File: src/rtl/csr_prio_pkg.sv
package csr_prio_pkg;
    localparam int NUM_BITS = 2;

    typedef enum logic [1:0] {
        SEL_NONE = 2'd0,
        SEL_CTRL = 2'd1,
        SEL_CNT  = 2'd2
    } sel_e;
endpackage

File: src/rtl/csr_prio_field.sv
module csr_prio_field #(
    parameter bit SW_WINS = 1'b1
) (
    input  logic clk,
    input  logic rst,
    input  logic sw_we,
    input  logic sw_val,
    input  logic hw_we,
    input  logic hw_val,
    output logic q
);
    typedef struct packed {
        logic v;
    } state_t;

    state_t s_d, s_q;
    logic   win_sw;

    // precedence variant picked by parameter
    generate
        if (SW_WINS) begin : g_sw_first
            assign win_sw = sw_we;
        end else begin : g_hw_first
            assign win_sw = sw_we & ~hw_we;
        end
    endgenerate

    always_comb begin
        s_d = s_q;
        if (win_sw) begin
            s_d.v = sw_val;
        end else if (hw_we) begin
            s_d.v = hw_val;
        end
    end

    always_ff @(posedge clk) begin
        if (rst) s_q <= '0;
        else     s_q <= s_d;
    end

    assign q = s_q.v;
endmodule

File: src/rtl/csr_prio_counter.sv
module csr_prio_counter #(
    parameter int CNT_W = 4
) (
    input  logic             clk,
    input  logic             rst,
    input  logic             inc,
    output logic [CNT_W-1:0] q
);
    typedef struct packed {
        logic [CNT_W-1:0] cnt;
    } state_t;

    state_t s_d, s_q;

    always_comb begin
        s_d = s_q;
        if (inc) s_d.cnt = s_q.cnt + CNT_W'(1);
    end

    always_ff @(posedge clk) begin
        if (rst) s_q <= '0;
        else     s_q <= s_d;
    end

    assign q = s_q.cnt;
endmodule

File: src/rtl/csr_prio_rdport.sv
module csr_prio_rdport
    import csr_prio_pkg::*;
#(
    parameter int DATA_W = 32,
    parameter int NB     = 2,
    parameter int CNT_W  = 4
) (
    input  logic                clk,
    input  logic                rst,
    input  logic                rd_en,
    input  sel_e                sel,
    input  logic [NB-1:0]       bits,
    input  logic [NB*CNT_W-1:0] cnts,
    output logic                ack,
    output logic [DATA_W-1:0]   rdata
);
    typedef struct packed {
        logic              ack;
        logic [DATA_W-1:0] data;
    } state_t;

    state_t s_d, s_q;

    always_comb begin
        s_d      = '0;
        s_d.ack  = rd_en;
        if (rd_en) begin
            unique case (sel)
                SEL_CTRL: s_d.data[NB-1:0]       = bits;
                SEL_CNT:  s_d.data[NB*CNT_W-1:0] = cnts;
                default:  s_d.data               = '0;
            endcase
        end
    end

    always_ff @(posedge clk) begin
        if (rst) s_q <= '0;
        else     s_q <= s_d;
    end

    assign ack   = s_q.ack;
    assign rdata = s_q.data;
endmodule

File: src/rtl/csr_prio_block.sv
module csr_prio_block
    import csr_prio_pkg::*;
#(
    parameter int          DATA_W  = 32,
    parameter int          ADDR_W  = 4,
    parameter int          CNT_W   = 4,
    parameter logic [1:0]  SW_WINS = 2'b01
) (
    input  logic              clk,
    input  logic              rst,
    input  logic              cpu_req,
    input  logic              cpu_wr,
    input  logic [ADDR_W-1:0] cpu_addr,
    input  logic [DATA_W-1:0] cpu_wdata,
    output logic              cpu_ack,
    output logic [DATA_W-1:0] cpu_rdata,
    input  logic              hw_a_we,
    input  logic              hw_a_next,
    input  logic              hw_b_we,
    input  logic              hw_b_next
);
    localparam int                NB       = NUM_BITS;
    localparam int                REG_B    = DATA_W / 8;
    localparam logic [ADDR_W-1:0] OFS_CTRL = '0;
    localparam logic [ADDR_W-1:0] OFS_CNT  = ADDR_W'(REG_B);

    sel_e                sel;
    logic                sw_we;
    logic                rd_en;
    logic [NB-1:0]       hw_we_v;
    logic [NB-1:0]       hw_val_v;
    logic [NB-1:0]       fld_q;
    logic [NB*CNT_W-1:0] cnt_q;

    always_comb begin
        if (cpu_addr == OFS_CTRL)     sel = SEL_CTRL;
        else if (cpu_addr == OFS_CNT) sel = SEL_CNT;
        else                          sel = SEL_NONE;
    end

    assign sw_we    = cpu_req & cpu_wr & (sel == SEL_CTRL);
    assign rd_en    = cpu_req & ~cpu_wr;
    assign hw_we_v  = {hw_b_we, hw_a_we};
    assign hw_val_v = {hw_b_next, hw_a_next};

    generate
        for (genvar i = 0; i < NB; i++) begin : g_bit
            csr_prio_field #(.SW_WINS(SW_WINS[i])) u_fld (
                .clk    (clk),
                .rst    (rst),
                .sw_we  (sw_we),
                .sw_val (cpu_wdata[i]),
                .hw_we  (hw_we_v[i]),
                .hw_val (hw_val_v[i]),
                .q      (fld_q[i])
            );
            csr_prio_counter #(.CNT_W(CNT_W)) u_cnt (
                .clk (clk),
                .rst (rst),
                .inc (fld_q[i]),
                .q   (cnt_q[i*CNT_W +: CNT_W])
            );
        end
    endgenerate

    csr_prio_rdport #(.DATA_W(DATA_W), .NB(NB), .CNT_W(CNT_W)) u_rd (
        .clk   (clk),
        .rst   (rst),
        .rd_en (rd_en),
        .sel   (sel),
        .bits  (fld_q),
        .cnts  (cnt_q),
        .ack   (cpu_ack),
        .rdata (cpu_rdata)
    );
endmodule

File: config.mk
export PLATFORM = sky130hd
export DESIGN_NAME = csr_prio_block
export DESIGN_NICKNAME = d
export VERILOG_FILES = /design/src/rtl/csr_prio_pkg.sv /design/src/rtl/csr_prio_field.sv /design/src/rtl/csr_prio_counter.sv /design/src/rtl/csr_prio_rdport.sv /design/src/rtl/csr_prio_block.sv
export SDC_FILE = /design/constraint.sdc
export NUM_CORES = 1
export LEC_CHECK = 0
export CORE_UTILIZATION = 33
export DETAILED_ROUTE_END_ITERATION = 10
export PLACE_DENSITY = 0.84
export REMOVE_ABC_BUFFERS = 1
export SYNTH_ARGS = -nofsm -noshare
export SYNTH_HDL_FRONTEND = slang
export SYNTH_SLANG_ARGS = --single-unit
File: constraint.sdc
create_clock -name clk -period 3.65 [get_ports clk]
set_input_delay 0.73 -clock clk [delete_from_list [all_inputs] [get_ports clk]]
set_output_delay 0.73 -clock clk [all_outputs]
set_load 0.005 [all_outputs]
# --- Word-level counts from Yosys, hierarchy flattened ---
# Index checks and enable logic that the tools add are counted.
word_totals:
  register_bits: 43
  input_bits: 44
  out_inout_bits: 33
  elab_cells: 33
classes:
  add_sub_neg: 2
  eq_ne: 3
  muxes: 7
  bitwise: 8
  n_reduce_logical: 5
ops:
  columns: ["op", "count"]
  rows:
  - ["4-bit by 1-bit adder with 4-bit output, second input constant", 2]
  - ["1-bit AND", 4]
  - ["4-bit by 3-bit == test with 1-bit output, second input constant", 1]
  - ["4-bit zero test", 1]
  - ["1-bit 2-to-1 mux", 4]
  - ["2-bit 2-to-1 mux", 2]
  - ["1-bit NOT", 4]
  - ["2-bit one-hot mux with 2 select lines", 1]
  - ["2-bit nonzero test", 2]
  - ["3-bit OR reduction", 1]
  - ["2-bit by 1-bit == test with 1-bit output, second input constant", 1]
  - ["2-bit == test, second input constant", 1]
  - ["2-bit OR reduction", 1]

# --- Logic depth before layout (Yosys ltp) ---
logic_depth:
  depth_word: 7
  ltp_mapped: 4

# --- Modules after synthesis ---
# A second synthesis with hierarchy kept.
unflattened:
  cells_unflattened: 97
  hier_area_um2: 974.7
modules_own_cells:
  columns: ["module", "instances", "cells_each", "area_each_um2"]
  rows:
  - ["csr_prio_rdport", 1, 51, 478.0]
  - ["csr_prio_counter", 2, 16, 178.9]
  - ["csr_prio_field", 2, 5, 52.6]
  - ["csr_prio_block", 1, 4, 33.8]

# --- Least setup slack after synthesis ---
# No wires, ideal clock.
synth_path:
  kind: "input -> register"
  start: "in cpu_addr[1]"
  end: "reg g_bit[1].u_fld.s_q"
  setup_ns: 0.115
  arrival_ns: 1.715
  required_ns: 3.535
  slack_ns: 1.819
  cell_stages: 3
  cell_sequence: "or3_4 -> or4_1 -> and3_1"
synth_between:
  elab_chain_len: 7
  word_cells_on_any_way: 9
  classes_between: "2 x eq/ne; 3 x mux; 2 x bitwise; 2 x reduce/logical"
synth_lines:
  columns: ["element", "line_no", "text"]
  rows:
  - ["start: declaration", "csr_prio_block.sv:13", "input logic [ADDR_W-1:0] cpu_addr,"]
  - ["4-bit by 3-bit == test with 1-bit output", "csr_prio_block.sv:37", "else if (cpu_addr == OFS_CNT) sel = SEL_CNT;"]
  - ["2-bit 2-to-1 mux", "csr_prio_block.sv:37", null]
  - ["2-bit 2-to-1 mux *", "csr_prio_block.sv:36", "if (cpu_addr == OFS_CTRL) sel = SEL_CTRL;"]
  - ["2-bit by 1-bit == test with 1-bit output *", "csr_prio_block.sv:41", "assign sw_we = cpu_req & cpu_wr & (sel == SEL_CTRL);"]
  - ["1-bit AND *", "csr_prio_block.sv:41", null]
  - ["1-bit AND *", "csr_prio_field.sv:24", "assign win_sw = sw_we & ~hw_we;"]
  - ["1-bit 2-to-1 mux / 2-bit nonzero test (equally long branches)", null, null]
  - ["end signal: assignment", "csr_prio_field.sv:38", "if (rst) s_q <= '0;"]
  - ["end signal: assignment", "csr_prio_field.sv:39", "else s_q <= s_d;"]
  - ["end: declaration", "csr_prio_field.sv:16", "state_t s_d, s_q;"]
# Every way passes the cells marked *; elsewhere a longest branch is shown, timed or not.
# A chain may end at the register's enable or synchronous reset.

# --- Worst setup path in the final report ---
layout_path:
  start: "in rst"
  end: "reg u_rd.s_q, in the netlist u_rd.rdata[4]"
layout_between:
  elab_chain_len: 1
layout_lines:
  columns: ["element", "line_no", "text"]
  rows:
  - ["start: declaration", "csr_prio_block.sv:10", "input logic rst,"]
  - ["3-bit OR reduction (no line)", null, null]
  - ["end signal: assignment", "csr_prio_rdport.sv:37", "if (rst) s_q <= '0;"]
  - ["end signal: assignment", "csr_prio_rdport.sv:38", "else s_q <= s_d;"]
  - ["end: declaration", "csr_prio_rdport.sv:22", "state_t s_d, s_q;"]
# No other way between the ends.

==> results.md <==
Setup path:
- The worst setup path is captured at a register.
- STA puts the critical path data required time at 3.89 ns.
- The critical path in this run is classified as primary input to register.
- The nature of the critical path startpoint is a primary input.
- The setup check on the worst reg-to-reg path leaves a slack of 2.68 ns.
- Data arrives at the worst endpoint at 2.27 ns.
- Following the worst setup path forward leads to its endpoint at u_rd.rdata[4].
- The capture instance of the worst register-to-register path is g_bit[1].u_cnt.q[2].
- Traced cell by cell, the critical path runs through clkdlybuf4s50_1, nor3b_1, and3_1, and2_1.
- For this run, the slowest stage of the critical path takes 0.61 ns.
- The source of the critical timing path is rst.
- The worst-path maximum fanout is 11.
- The worst register-to-register path begins at g_bit[1].u_cnt.q[0].
- The slowest stage of the critical path belongs to the cell sky130_fd_sc_hd__clkdlybuf4s50_1.
- The length in cells of the worst reg-to-reg path is 4.

Timing:
- The worst hold-check slack is roughly 0.50 ns.
- For the final routed database, the setup TNS stands at 0 ns.
- Dividing the final minimum period by the clock period gives 55.6%.
- The final clock skew is roughly 0.0037 ns.
- The number of hold violations in the final report came to 0.
- The final-report max-slew violation count was 0.
- The count of endpoints failing setup in the final report is 0.
- Based on the critical path, the design can be clocked at up to slightly below 0.5 GHz.
- The routed design could run at a clock period as short as ~2.0 ns.
- Setup repair after global routing left no endpoint under its margin.

Clock tree:
- The number of levels the H-tree was split into is 1.
- The number of post-CTS setup repair buffers is 0.
- The clock passes through at most 2 buffers.
- After clock tree synthesis, the clock-pin slew on the worst setup and hold paths is approximately 0.1 ns.
- TritonCTS built the clock tree.
- TritonCTS created 3 clock buffers.
- The tree is rooted in a sky130_fd_sc_hd__clkbuf_4.
- The clock insertion delay at the later pin of the skew report is between 0.2 and 0.3 ns.
- After clock tree synthesis, the flow added hold-fix buffers numbering 0.
- For this design, the sink count on the clock tree is 19.
- The count of instances resized after the clock tree is built is 0.

Synthesis:
- Sequential cells were found to cover around 43% of the synthesized design area.
- The fraction of post-synthesis cell area in the top cell type by area is 42.8%.
- The post-synthesis instance area is approximately 890 um^2.
- The cell type contributing the most total cell area after synthesis is sky130_fd_sc_hd__dfxtp_1.
- The post-synthesis async set-or-reset flop share is 0%.
- sky130_fd_sc_hd__buf_4 is the most common cell in the netlist.
- Each instance of the synthesized netlist takes up on average 9.35 um^2.
- The leading register cell type out of synthesis is sky130_fd_sc_hd__dfxtp_1.
- Yosys attributes the largest share of cell area to sky130_fd_sc_hd__dfxtp_1, sky130_fd_sc_hd__buf_4, sky130_fd_sc_hd__mux2i_1.
- After synthesis, the most frequently instantiated cells are sky130_fd_sc_hd__buf_4, sky130_fd_sc_hd__dfxtp_1, sky130_fd_sc_hd__nor2_1.
- The number of enable flip-flop cells after synthesis is 0.
- During synthesis, Yosys emitted a total of 0 warnings.
- Synthesis produced a netlist whose cell count is 95.
- The synthesized netlist contains 22 unique library cells.
- The flop and latch count out of synthesis is 19.

Placement:
- The half-perimeter wire length after placement is 1.10 mm.
- The total of buffers placed on input and output ports is 22.
- The number of placed instances, taps included is about 140.
- The congestion estimate from routability-driven global placement came to roughly 0.71.

Cells and area:
- The share of post-route cells with drive strength above 1 is under 10%.
- The number of filler cells placed in the layout is 242.
- The finished layout holds approximately 150 standard cells, fillers aside.
- The antenna diode count is 0.
- The final layout contains about 160 nets.
- The utilization of the core after routing is 42.7%.
- Relative to the synthesized area, the layout overhead comes to 20.1%.

Pwr:
- VDD sags by at most 0.182 mV.
- The leakage power total is 0.455 nW.
- The overall power of the completed layout is 0.000361 W.
- In this run the power density over the cells is 339 mW/mm^2.

GRT:
- The first global-routing pass estimated 2.28 mm of wire.
- The via count of the first global-routing pass is 582.
- The total congestion overflow is 0.
- The number of antenna violations at the first check in global routing is 0.
- Entering global routing, the biggest net connects 12 pins.
- The global-route usage over all layers is 11.3%.

Min path:
- The origin of the worst min-delay path is g_bit[0].u_cnt.q[3].
- The min-delay analysis places its worst path in the category register to register.
- Along the worst hold path, the cell count comes to 1.

Outcome:
- The flow ran to the end, and the final reports show no timing, DRC or antenna violations.

Die:
- The total core area is 0.00250 mm^2.
- The die boundary width is 53.9 um.
- The initial core utilization is 35.5%.
- The die footprint is 0.00290 mm^2.
- The die height is 53.9 um.
- 77 I/O pins were placed.
- The count of standard-cell rows is 18.

Routing:
- The first detailed-routing pass took 3 iterations.
- The detail route stage leaves a number of antenna-violating nets equal to 0.
- The per-cell routed wire length is 9.44 um.
- Dividing the detail-routed via count by the number of cells gives between 4 and 5.
- After the first detailed-routing iteration, the DRC count stood at 2.
- The final wirelength is 1.39 mm.
- Detailed routing inserted a total of 609 vias.
- The final routed DRC violation total is 0.

Run:
- The tool flagged a number of max-cap violations equal to 0.
==> worst min path at each step <==
stage,endpoint,slack [ns]
after floorplan,u_rd.rdata[3],0.45
after global placement,u_rd.rdata[7],0.46
after detailed placement,u_rd.rdata[3],0.48
after CTS,u_rd.rdata[3],0.50
after global routing,u_rd.rdata[7],0.51
final,u_rd.rdata[3],0.50
==> area by class of cell <==
| type | count | area [um^2] | share of cell area, % |
|---|---|---|---|
| Multi-Input combinational cell | 71 | 399 | 37.4 |
| Sequential cell | 19 | 380 | 35.6 |
| Timing Repair Buffer | 22 | 220 | 20.6 |
| Tap cell | 30 | 37.5 | 3.52 |
| Clock buffer | 4 | 26.3 | 2.46 |
| Inverter | 1 | 3.75 | 0.352 |
==> flip-flops by register name, indices dropped and copies added, names as in the netlist <==
name           count
u_rd.rdata         8
g_bit.u_fld.q      2
u_rd.ack           1
g_bit.u_cnt.q      8
==> worst max-delay path, delay by kind of cell <==
kind	cells	cell delay, ns
and+or+nand+nor	3	0.92
buffers and inverters	1	0.61
==> stage by stage <==
stage,worst slack (ns),instance area [um^2]
floorplan,1.82,783
global placement,1.37,1040
detailed placement,1.33,1040
CTS,1.64,1070
global route,1.53,1070
finish,1.62,1070
==> per-layer routing <==
| metal | global-route usage [%] | vias up | routed length [um] |
|---|---|---|---|
| met1 | 10.8 | 272 | 546 |
| li1 | - | 301 | - |
| met4 | 7.89 | 0 | 13 |
| met5 | 0 | - | 0 |
| met2 | 21.2 | 34 | 710 |
| met3 | 2.26 | 2 | 116 |
==> cells by family after synthesis <==
group,count (synthesis),synth area share (%)
buf+inv,28,22.0
compound gates,3,1.97
other cells,1,0.422
fa+ha+maj,2,2.82
mux,5,5.63
simple gates,31,18.5
flops,19,42.8
xor+xnor,6,5.92
==> power breakdown <==
group	leakage [nW]	internal, W	switching, W
combinational	0.286	0.0000224	0.0000174
sequential	0.154	0.000212	0.00000635
clock	0.0150	0.0000425	0.0000604
total	0.455	0.000277	0.0000842
==> cells in the final DEF, fill, tap and decap left out, drive strengths merged <==
cell type,n
ha,2
nor2,11
or4,1
xor2,4
a21oi,1
nor3b,1
nand3b,1
clkdlybuf4s50,22
dfxtp,19
and2,6
o21a,1
clkbuf,4
or3,1
inv,1
nand2,3
nand4,2
o21ai,1
xnor2,2
and3,2
conb,24
nor3,3
mux2i,5
Power figures use the tool's default switching activity.
